File: config.mk
export PLATFORM = sky130hd
export DESIGN_NAME = rx_timeout_timer
export DESIGN_NICKNAME = d
export VERILOG_FILES = /design/src/rtl/tmo_pkg.sv /design/src/rtl/tmo_decode.sv /design/src/rtl/tmo_config.sv /design/src/rtl/tmo_counter.sv /design/src/rtl/tmo_status.sv /design/src/rtl/rx_timeout_timer.sv
export SDC_FILE = /design/constraint.sdc
export NUM_CORES = 1
export LEC_CHECK = 0
export ABC_AREA = 0
export BUFFER_PORTS_ARGS = -buffer_cell sky130_fd_sc_hd__buf_2
export CAP_MARGIN = 10
export CORE_UTILIZATION = 40
export DETAILED_ROUTE_END_ITERATION = 8
export PLACE_DENSITY_LB_ADDON = 0.08
export SYNTH_ARGS = -nofsm -noshare
export SYNTH_HDL_FRONTEND = slang
export SYNTH_SLANG_ARGS = --single-unit
File: constraint.sdc
create_clock -name clk -period 1.5 [get_ports clk]
set_clock_uncertainty 0.15 [all_clocks]
set_input_delay 0.15 -clock clk [delete_from_list [all_inputs] [get_ports clk]]
set_output_delay 0.15 -clock clk [all_outputs]
set_load 0.05 [all_outputs]
File: src/rtl/tmo_pkg.sv
package tmo_pkg;
  localparam int ADDR_W  = 4;
  localparam int DATA_W  = 8;
  localparam int RDY_BIT = 3;

  localparam logic [ADDR_W-1:0] A_STAT  = 4'h5;
  localparam logic [ADDR_W-1:0] A_CNTHI = 4'h6;
  localparam logic [ADDR_W-1:0] A_CNTLO = 4'h7;
  localparam logic [ADDR_W-1:0] A_START = 4'hE;
  localparam logic [ADDR_W-1:0] A_STOP  = 4'hF;

  typedef struct packed {
    logic start;
    logic stop;
    logic wr_hi;
    logic wr_lo;
    logic wr_mask;
  } tmo_cmd_t;
endpackage

File: src/rtl/tmo_decode.sv
module tmo_decode
  import tmo_pkg::*;
(
  input  logic [ADDR_W-1:0] addr,
  input  logic              rd,
  input  logic              wr,
  output tmo_cmd_t          cmd
);
  always_comb begin
    cmd         = '0;
    cmd.start   = rd && (addr == A_START);
    cmd.stop    = rd && (addr == A_STOP);
    cmd.wr_hi   = wr && (addr == A_CNTHI);
    cmd.wr_lo   = wr && (addr == A_CNTLO);
    cmd.wr_mask = wr && (addr == A_STAT);
  end
endmodule

File: src/rtl/tmo_config.sv
module tmo_config
  import tmo_pkg::*;
#(
  parameter int BYTE_W = DATA_W,
  localparam int CNT_W = 2 * BYTE_W
) (
  input  logic              clk,
  input  logic              rst_n,
  input  tmo_cmd_t          cmd,
  input  logic [BYTE_W-1:0] wdata,
  output logic [CNT_W-1:0]  preset,
  output logic [BYTE_W-1:0] mask
);
  logic [CNT_W-1:0]  preset_n;
  logic [BYTE_W-1:0] mask_n;

  always_comb begin
    preset_n = preset;
    mask_n   = mask;
    if (cmd.wr_hi)   preset_n[CNT_W-1:BYTE_W] = wdata;
    if (cmd.wr_lo)   preset_n[BYTE_W-1:0]     = wdata;
    if (cmd.wr_mask) mask_n                   = wdata;
  end

  always_ff @(posedge clk or negedge rst_n) begin
    if (!rst_n) begin
      preset <= '0;
      mask   <= '0;
    end else begin
      preset <= preset_n;
      mask   <= mask_n;
    end
  end
endmodule

File: src/rtl/tmo_counter.sv
module tmo_counter
  import tmo_pkg::*;
#(
  parameter int CNT_W = 2 * DATA_W
) (
  input  logic             clk,
  input  logic             rst_n,
  input  tmo_cmd_t         cmd,
  input  logic [CNT_W-1:0] preset,
  input  logic             cnt_en,
  input  logic             tmo_mode,
  input  logic             rx_char,
  output logic [CNT_W-1:0] cnt,
  output logic             run,
  output logic             rdy
);
  logic [CNT_W-1:0] cnt_n;
  logic             run_n;
  logic             rdy_n;
  logic             rx_restart;
  logic             at_zero;

  assign rx_restart = tmo_mode && rx_char;
  assign at_zero    = (cnt == '0);

  always_comb begin
    cnt_n = cnt;
    run_n = run;
    rdy_n = rdy;
    if (cmd.stop) begin
      run_n = 1'b0;
      rdy_n = 1'b0;
    end else if (cmd.start || rx_restart) begin
      cnt_n = preset;
      run_n = 1'b1;
      if (rx_restart) rdy_n = 1'b0;
    end else if (run && cnt_en) begin
      if (at_zero) begin
        cnt_n = preset;
        rdy_n = 1'b1;
      end else begin
        cnt_n = cnt - 1'b1;
      end
    end
  end

  always_ff @(posedge clk or negedge rst_n) begin
    if (!rst_n) begin
      cnt <= '0;
      run <= 1'b0;
      rdy <= 1'b0;
    end else begin
      cnt <= cnt_n;
      run <= run_n;
      rdy <= rdy_n;
    end
  end
endmodule

File: src/rtl/tmo_status.sv
module tmo_status
  import tmo_pkg::*;
#(
  parameter int BYTE_W = DATA_W,
  parameter int RBIT   = RDY_BIT,
  localparam int CNT_W = 2 * BYTE_W
) (
  input  logic [ADDR_W-1:0] addr,
  input  logic [BYTE_W-2:0] aux,
  input  logic              rdy,
  input  logic [BYTE_W-1:0] mask,
  input  logic [CNT_W-1:0]  cnt,
  output logic [BYTE_W-1:0] rdata,
  output logic              irq
);
  logic [BYTE_W-1:0] isr;

  for (genvar i = 0; i < BYTE_W; i++) begin : g_isr
    if (i < RBIT) begin : g_low
      assign isr[i] = aux[i];
    end else if (i == RBIT) begin : g_rdy
      assign isr[i] = rdy;
    end else begin : g_high
      assign isr[i] = aux[i-1];
    end
  end

  assign irq = |(isr & mask);

  always_comb begin
    unique case (addr)
      A_STAT:  rdata = isr;
      A_CNTHI: rdata = cnt[CNT_W-1:BYTE_W];
      A_CNTLO: rdata = cnt[BYTE_W-1:0];
      default: rdata = '0;
    endcase
  end
endmodule

File: src/rtl/rx_timeout_timer.sv
module rx_timeout_timer
  import tmo_pkg::*;
(
  input  logic              clk,
  input  logic              rst_n,
  input  logic [ADDR_W-1:0] bus_addr,
  input  logic              bus_rd,
  input  logic              bus_wr,
  input  logic [DATA_W-1:0] bus_wdata,
  output logic [DATA_W-1:0] bus_rdata,
  input  logic              cnt_en,
  input  logic              tmo_mode,
  input  logic              rx_char,
  input  logic [DATA_W-2:0] aux_status,
  output logic              irq
);
  localparam int CNT_W = 2 * DATA_W;

  logic [1:0]        rst_sync;
  logic              rst_int_n;
  tmo_cmd_t          cmd;
  logic [CNT_W-1:0]  preset;
  logic [DATA_W-1:0] mask;
  logic [CNT_W-1:0]  cnt;
  logic              run;
  logic              rdy;

  always_ff @(posedge clk or negedge rst_n) begin
    if (!rst_n) rst_sync <= 2'b00;
    else        rst_sync <= {rst_sync[0], 1'b1};
  end
  assign rst_int_n = rst_sync[1];

  tmo_decode u_dec (
    .addr (bus_addr),
    .rd   (bus_rd),
    .wr   (bus_wr),
    .cmd  (cmd)
  );

  tmo_config #(.BYTE_W(DATA_W)) u_cfg (
    .clk    (clk),
    .rst_n  (rst_int_n),
    .cmd    (cmd),
    .wdata  (bus_wdata),
    .preset (preset),
    .mask   (mask)
  );

  tmo_counter #(.CNT_W(CNT_W)) u_cnt (
    .clk      (clk),
    .rst_n    (rst_int_n),
    .cmd      (cmd),
    .preset   (preset),
    .cnt_en   (cnt_en),
    .tmo_mode (tmo_mode),
    .rx_char  (rx_char),
    .cnt      (cnt),
    .run      (run),
    .rdy      (rdy)
  );

  tmo_status #(.BYTE_W(DATA_W), .RBIT(RDY_BIT)) u_stat (
    .addr  (bus_addr),
    .aux   (aux_status),
    .rdy   (rdy),
    .mask  (mask),
    .cnt   (cnt),
    .rdata (bus_rdata),
    .irq   (irq)
  );
endmodule

Word-level counts from Yosys, hierarchy flattened
Cells that the tools add are included.
{"block": "word_totals", "in_bits": 26, "wordCells": 43, "ff_bits": 44}
{"block": "op_classes", "addsub": 1, "n_reduce_logical": 16, "n_bitwise": 2, "mux": 11, "n_eq_ne": 6}
{"op": "$mux 16", "n": 3}
{"op": "$pmux 8 s3", "n": 1}
{"op": "$logic_not 16->1", "n": 1}
{"op": "$sub 16x1->16 const B", "n": 1}
{"op": "$eq 4x3->1 const B", "n": 3}
{"op": "$and 8x8->8", "n": 1}
{"op": "$eq 4x4->1 const B", "n": 2}
{"op": "$reduce_or 8->1", "n": 1}
{"op": "$logic_and 1x1->1", "n": 7}
{"op": "$mux 1", "n": 7}
{"op": "$reduce_bool 3->1", "n": 2}
{"op": "$reduce_bool 2->1", "n": 2}
{"op": "$ne 3x2->1 const B", "n": 1}
{"op": "$reduce_and 3->1", "n": 1}
{"op": "$reduce_and 2->1", "n": 1}
{"op": "$logic_or 1x1->1", "n": 1}
{"op": "$not 1->1", "n": 1}

Longest topological paths before layout
{"block": "logic_depth", "ltp_word": 5, "mapped_depth": 10, "mapped_depth_nobuf": 7}

Hierarchy
From an unflattened synthesis, not the netlist that was laid out.
{"block": "unflattened", "hier_cells": 228, "area_unflattened_um2": 2553.7}
{"mod": "tmo_counter", "seq_area_each_um2": 450.4, "area_per_inst_um2": 1201.2, "instances": 1, "cells_each": 140}
{"mod": "tmo_config", "seq_area_each_um2": 600.6, "area_per_inst_um2": 994.7, "instances": 1, "cells_each": 51}
{"mod": "tmo_status", "seq_area_each_um2": 0.0, "area_per_inst_um2": 241.5, "instances": 1, "cells_each": 25}
{"mod": "tmo_decode", "seq_area_each_um2": 0.0, "area_per_inst_um2": 62.6, "instances": 1, "cells_each": 9}
{"mod": "rx_timeout_timer", "seq_area_each_um2": 50.0, "area_per_inst_um2": 53.8, "instances": 1, "cells_each": 3}

Worst setup path before layout
No wires, ideal clock.
{"block": "synth_timing", "kind": "register to register", "from": "register u_cnt.cnt[0]", "to": "register u_cnt.cnt[2]", "setup_slack_ps": -1266, "arrival_time_ps": 2490, "setup_ps": 126, "path_stages_with_launch": 10, "t_required_ps": 1224, "path_buffers": 3, "path_cell_list": "dfrtp_1 > inv_1 > ha_1 > or4b_2 > or4_4 > buf_6 > and2_4 > buf_6 > buf_6 > a221o_1"}
{"block": "synth_between", "elab_chain_len": 4, "word_cells_on_any_way": 5, "classes_between": "1 x add/sub; 3 x mux; 1 x reduce/logical"}
{"element": "start: declaration", "line": "tmo_counter.sv:13", "rtl": "output logic [CNT_W-1:0] cnt,"}
{"element": "start signal: assignment", "line": "tmo_counter.sv:53", "rtl": "cnt <= cnt_n;"}
{"element": "$sub 16x1->16 / $logic_not 16->1 (equally long branches)", "line": "tmo_counter.sv:42, tmo_counter.sv:24"}
{"element": "$mux 16 *", "line": "tmo_counter.sv:38", "rtl": "if (at_zero) begin"}
{"element": "$mux 16 *", "line": "tmo_counter.sv:37", "rtl": "end else if (run && cnt_en) begin"}
{"element": "$mux 16 *", "line": "tmo_counter.sv:33", "rtl": "end else if (cmd.start || rx_restart) begin"}
Mark *: on every way between the ends. The rest lies on a longest branch, timed or not. The select of a mux whose other input is x is not followed.
A chain may end at the register's enable or synchronous reset.

Final worst setup path
{"block": "layout_timing", "from": "register u_cnt.cnt[6]", "to": "register u_cnt.cnt[10]"}
The elaborated chain is that of the path after synthesis.

==> out/metrics.cfg <==
[status]
outcome=complete, but fails checks
violations=setup timing

[critical_path]
timing.rr.start=u_cnt.cnt[6]
r2r-end=u_cnt.cnt[10]
worstSetupPathType=reg -> reg
cp-end-kind=flip-flop
critPathRequiredTime_ps=1540
crit_start=u_cnt.cnt[6]
cp_max_fo=7
r2r_cells=6
rrSetupSlack_ps=-860
crit_path_end=u_cnt.cnt[10]
arrival_ps=2410
cp_slowest_cell=or4_4
cp_cell_sequence=or4_1, or4_4, buf_6, a21oi_2, a41oi_1, o22a_1
cp-start-kind=flip-flop
crit_path_max_incr_delay_ps=590

[timing]
drv_slew=0
max_freq_mhz=423.0
rsz0062_at_grt=true
hold_viol=0
finalCriticalPeriod_ps=2364
whs_ps=39.09
min_period_over_period=1.576
finalSetupViolCount=26
setup_ws_ps=-864.0
finalSetupTns_ps=-15780

[global_route]
antenna_found_initial=0
grt_pass1_wl_um=11500
grt_use_total=0.2428
grt_overflow=0
grt_pass1_vias=2256
grt_max_degree=27

[cells_and_area]
regArea_um2=1102
multi_input_area_um2=1453
nets=366
area.growth.synth_to_final_pct=52.86
final_cell_mix=dfrtp_1, buf_4, buf_6, buf_2, mux2_2
nFillCells=449
instances_no_fill=411
postLayoutCellArea_um2=3680
antenna-diode-count=0
layout_commonest_cell=dfrtp_1
drive_gt1_frac=0.5634

[clock_tree]
clk_pin_slew_ps=90
clkSinkCount=44
cts_tree=yes
worstSkewPairLatency_ps=300
cts_inserted_buffers=5
htreeDepth=2
clockRootBuffer=clkbuf_8
clockBufferDepth=2

[placement]
place.gp.congestion=0.8806
io_buffers=34
hpwlAfterDp_um=5159
placed_cells=382
dpl-instance-area_um2=3050

[worst_hold_path]
holdCritPathClass=reg -> async

[routing]
postRouteAntennaNets=0
remaining_drc_errors=0
dr.pass1.iters=4
drt_wl_total_um=7382
wl_per_cell_um=17.96
vias=2327
drt_iter0_drc=225
via_per_inst=5.662

[synthesis]
syn_area_per_cell_um2=10.03
seq_area_frac_synth=0.4574
yosysWarnings=0
yosysTopAreaCellShare=0.4574
ys.flop_type=dfrtp_1
synth_edf_count=0
synthTopCellsByArea=dfrtp_1, mux2_2, a22oi_1, o21ai_0, nand2_1
yosys.cell_types.count=40
synth_cells=240
async_flop_share=1.000
syn_nets=268
syn_area_um2=2407
synth_top_cell_by_area=dfrtp_1
ys_ff_latch=44

[floorplan]
dieHeight_um=79.58
dieArea_um2=6332
start_util=0.4267
core_region_area_um2=5642
fp-row-count=27
die_w_um=79.58
ios=35

[pwr]
power_density_nw_per_um2=1265
p_leak_nw=1.622
peakVddDrop_uv=704.1

[run]
drv_cap=0

## critical path, delay by kind of cell (launching register included)
kind	cells	cell delay, ps
AOI/OAI and AO/OA	3	390
buffers and inverters	1	160
DFF	1	410
and+or+nand+nor	2	1150
## power by group
part	total (mW)	leakage, nW	internal, mW	switching (mW)
logic	2.15	1.05	1.16	0.989
registers	1.75	0.530	1.50	0.251
clock network	0.755	0.0414	0.332	0.424
## area by class of cell
type	count	area share
Inverter	8	0.009521
Timing Repair Buffer	105	0.2475
Clock buffer	6	0.01972
Clock inverter	2	0.004420
Tap cell	72	0.02448
Sequential cell	44	0.2996
Multi-Input combinational cell	174	0.3948
## sequential cells by signal (all words and copies together) (netlist names)
register / cells
u_cnt.cnt: 16
u_cfg.mask: 8
u_cnt.run: 1
rst_sync: 2
u_cfg.preset: 16
u_cnt.rdy: 1
## worst min-delay path by stage
| stage | end | cells after the start | slack (ps) | startpoint |
|---|---|---|---|---|
| global placement | rst_sync[0] | 1 | -210 | rst_n |
| floorplan | rst_sync[0] | 0 | -300 | rst_n |
| finish | u_cfg.preset[9] | 0 | 40 | rst_sync[1] |
| CTS | u_cfg.preset[1] | 0 | 60 | rst_sync[1] |
| detailed placement | rst_sync[0] | 1 | -210 | rst_n |
| global route | u_cfg.preset[9] | 0 | 80 | rst_sync[1] |
## metal layers
| layer | track usage | wire length [µm] | vias to the layer above |
|---|---|---|---|
| met5 | 0 | 0 | - |
| met4 | 0.05818 | 106 | 0 |
| met3 | 0.03771 | 325 | 12 |
| met2 | 0.3906 | 3711 | 78 |
| met1 | 0.3401 | 3238 | 1140 |
| li1 | - | - | 1097 |
## stage by stage
stage / total power [mW] / util / setup slack (ps)
finish: 4.655 / 0.6523 / -864.0
global route: 4.921 / 0.6523 / -931.8
CTS: 4.398 / 0.6106 / -874.6
detailed placement: 3.369 / 0.5407 / -898.3
global placement: 3.351 / 0.5407 / -864.1
floorplan: 2.584 / - / -1144
## cells by family after synthesis
group / count (synthesis) / share of synthesized area
AO/OA/AOI/OAI: 63 / 0.1772
adder cells (fa/ha/maj): 2 / 0.01039
buffers and inverters: 24 / 0.04782
flip-flops: 44 / 0.4574
multiplexers: 31 / 0.1429
other: 1 / 0.001558
AND/OR/NAND/NOR: 75 / 0.1627
## Yosys cell counts, types with 2 or more instances
cell type,number
nand3_1,5
buf_2,2
clkbuf_1,10
a21oi_1,9
buf_6,3
o21a_1,2
o311ai_0,4
nor3b_1,2
a221o_1,2
mux2_2,27
o21ai_0,18
nand4_1,8
and3_1,4
nor2_1,15
ha_1,2
mux2i_1,4
a22oi_1,19
nor3_1,5
or3_1,2
nand2_1,21
or4_1,3
dfrtp_1,44
nor2b_1,2
a2bb2oi_1,4
inv_1,8
## what timing repair did
item / 4_1_cts / 5_1_grt
cloned: 2 / 0
pin swaps: 13 / 22
endpoints found under the hold margin: 25 / 0
gates resized for setup: 53 / 62
setup endpoints to repair: 26 / 26
hold buffers: 12 / 0
buffers inserted: 2 / 7
No activity file was read; power rests on OpenSTA's default activity.
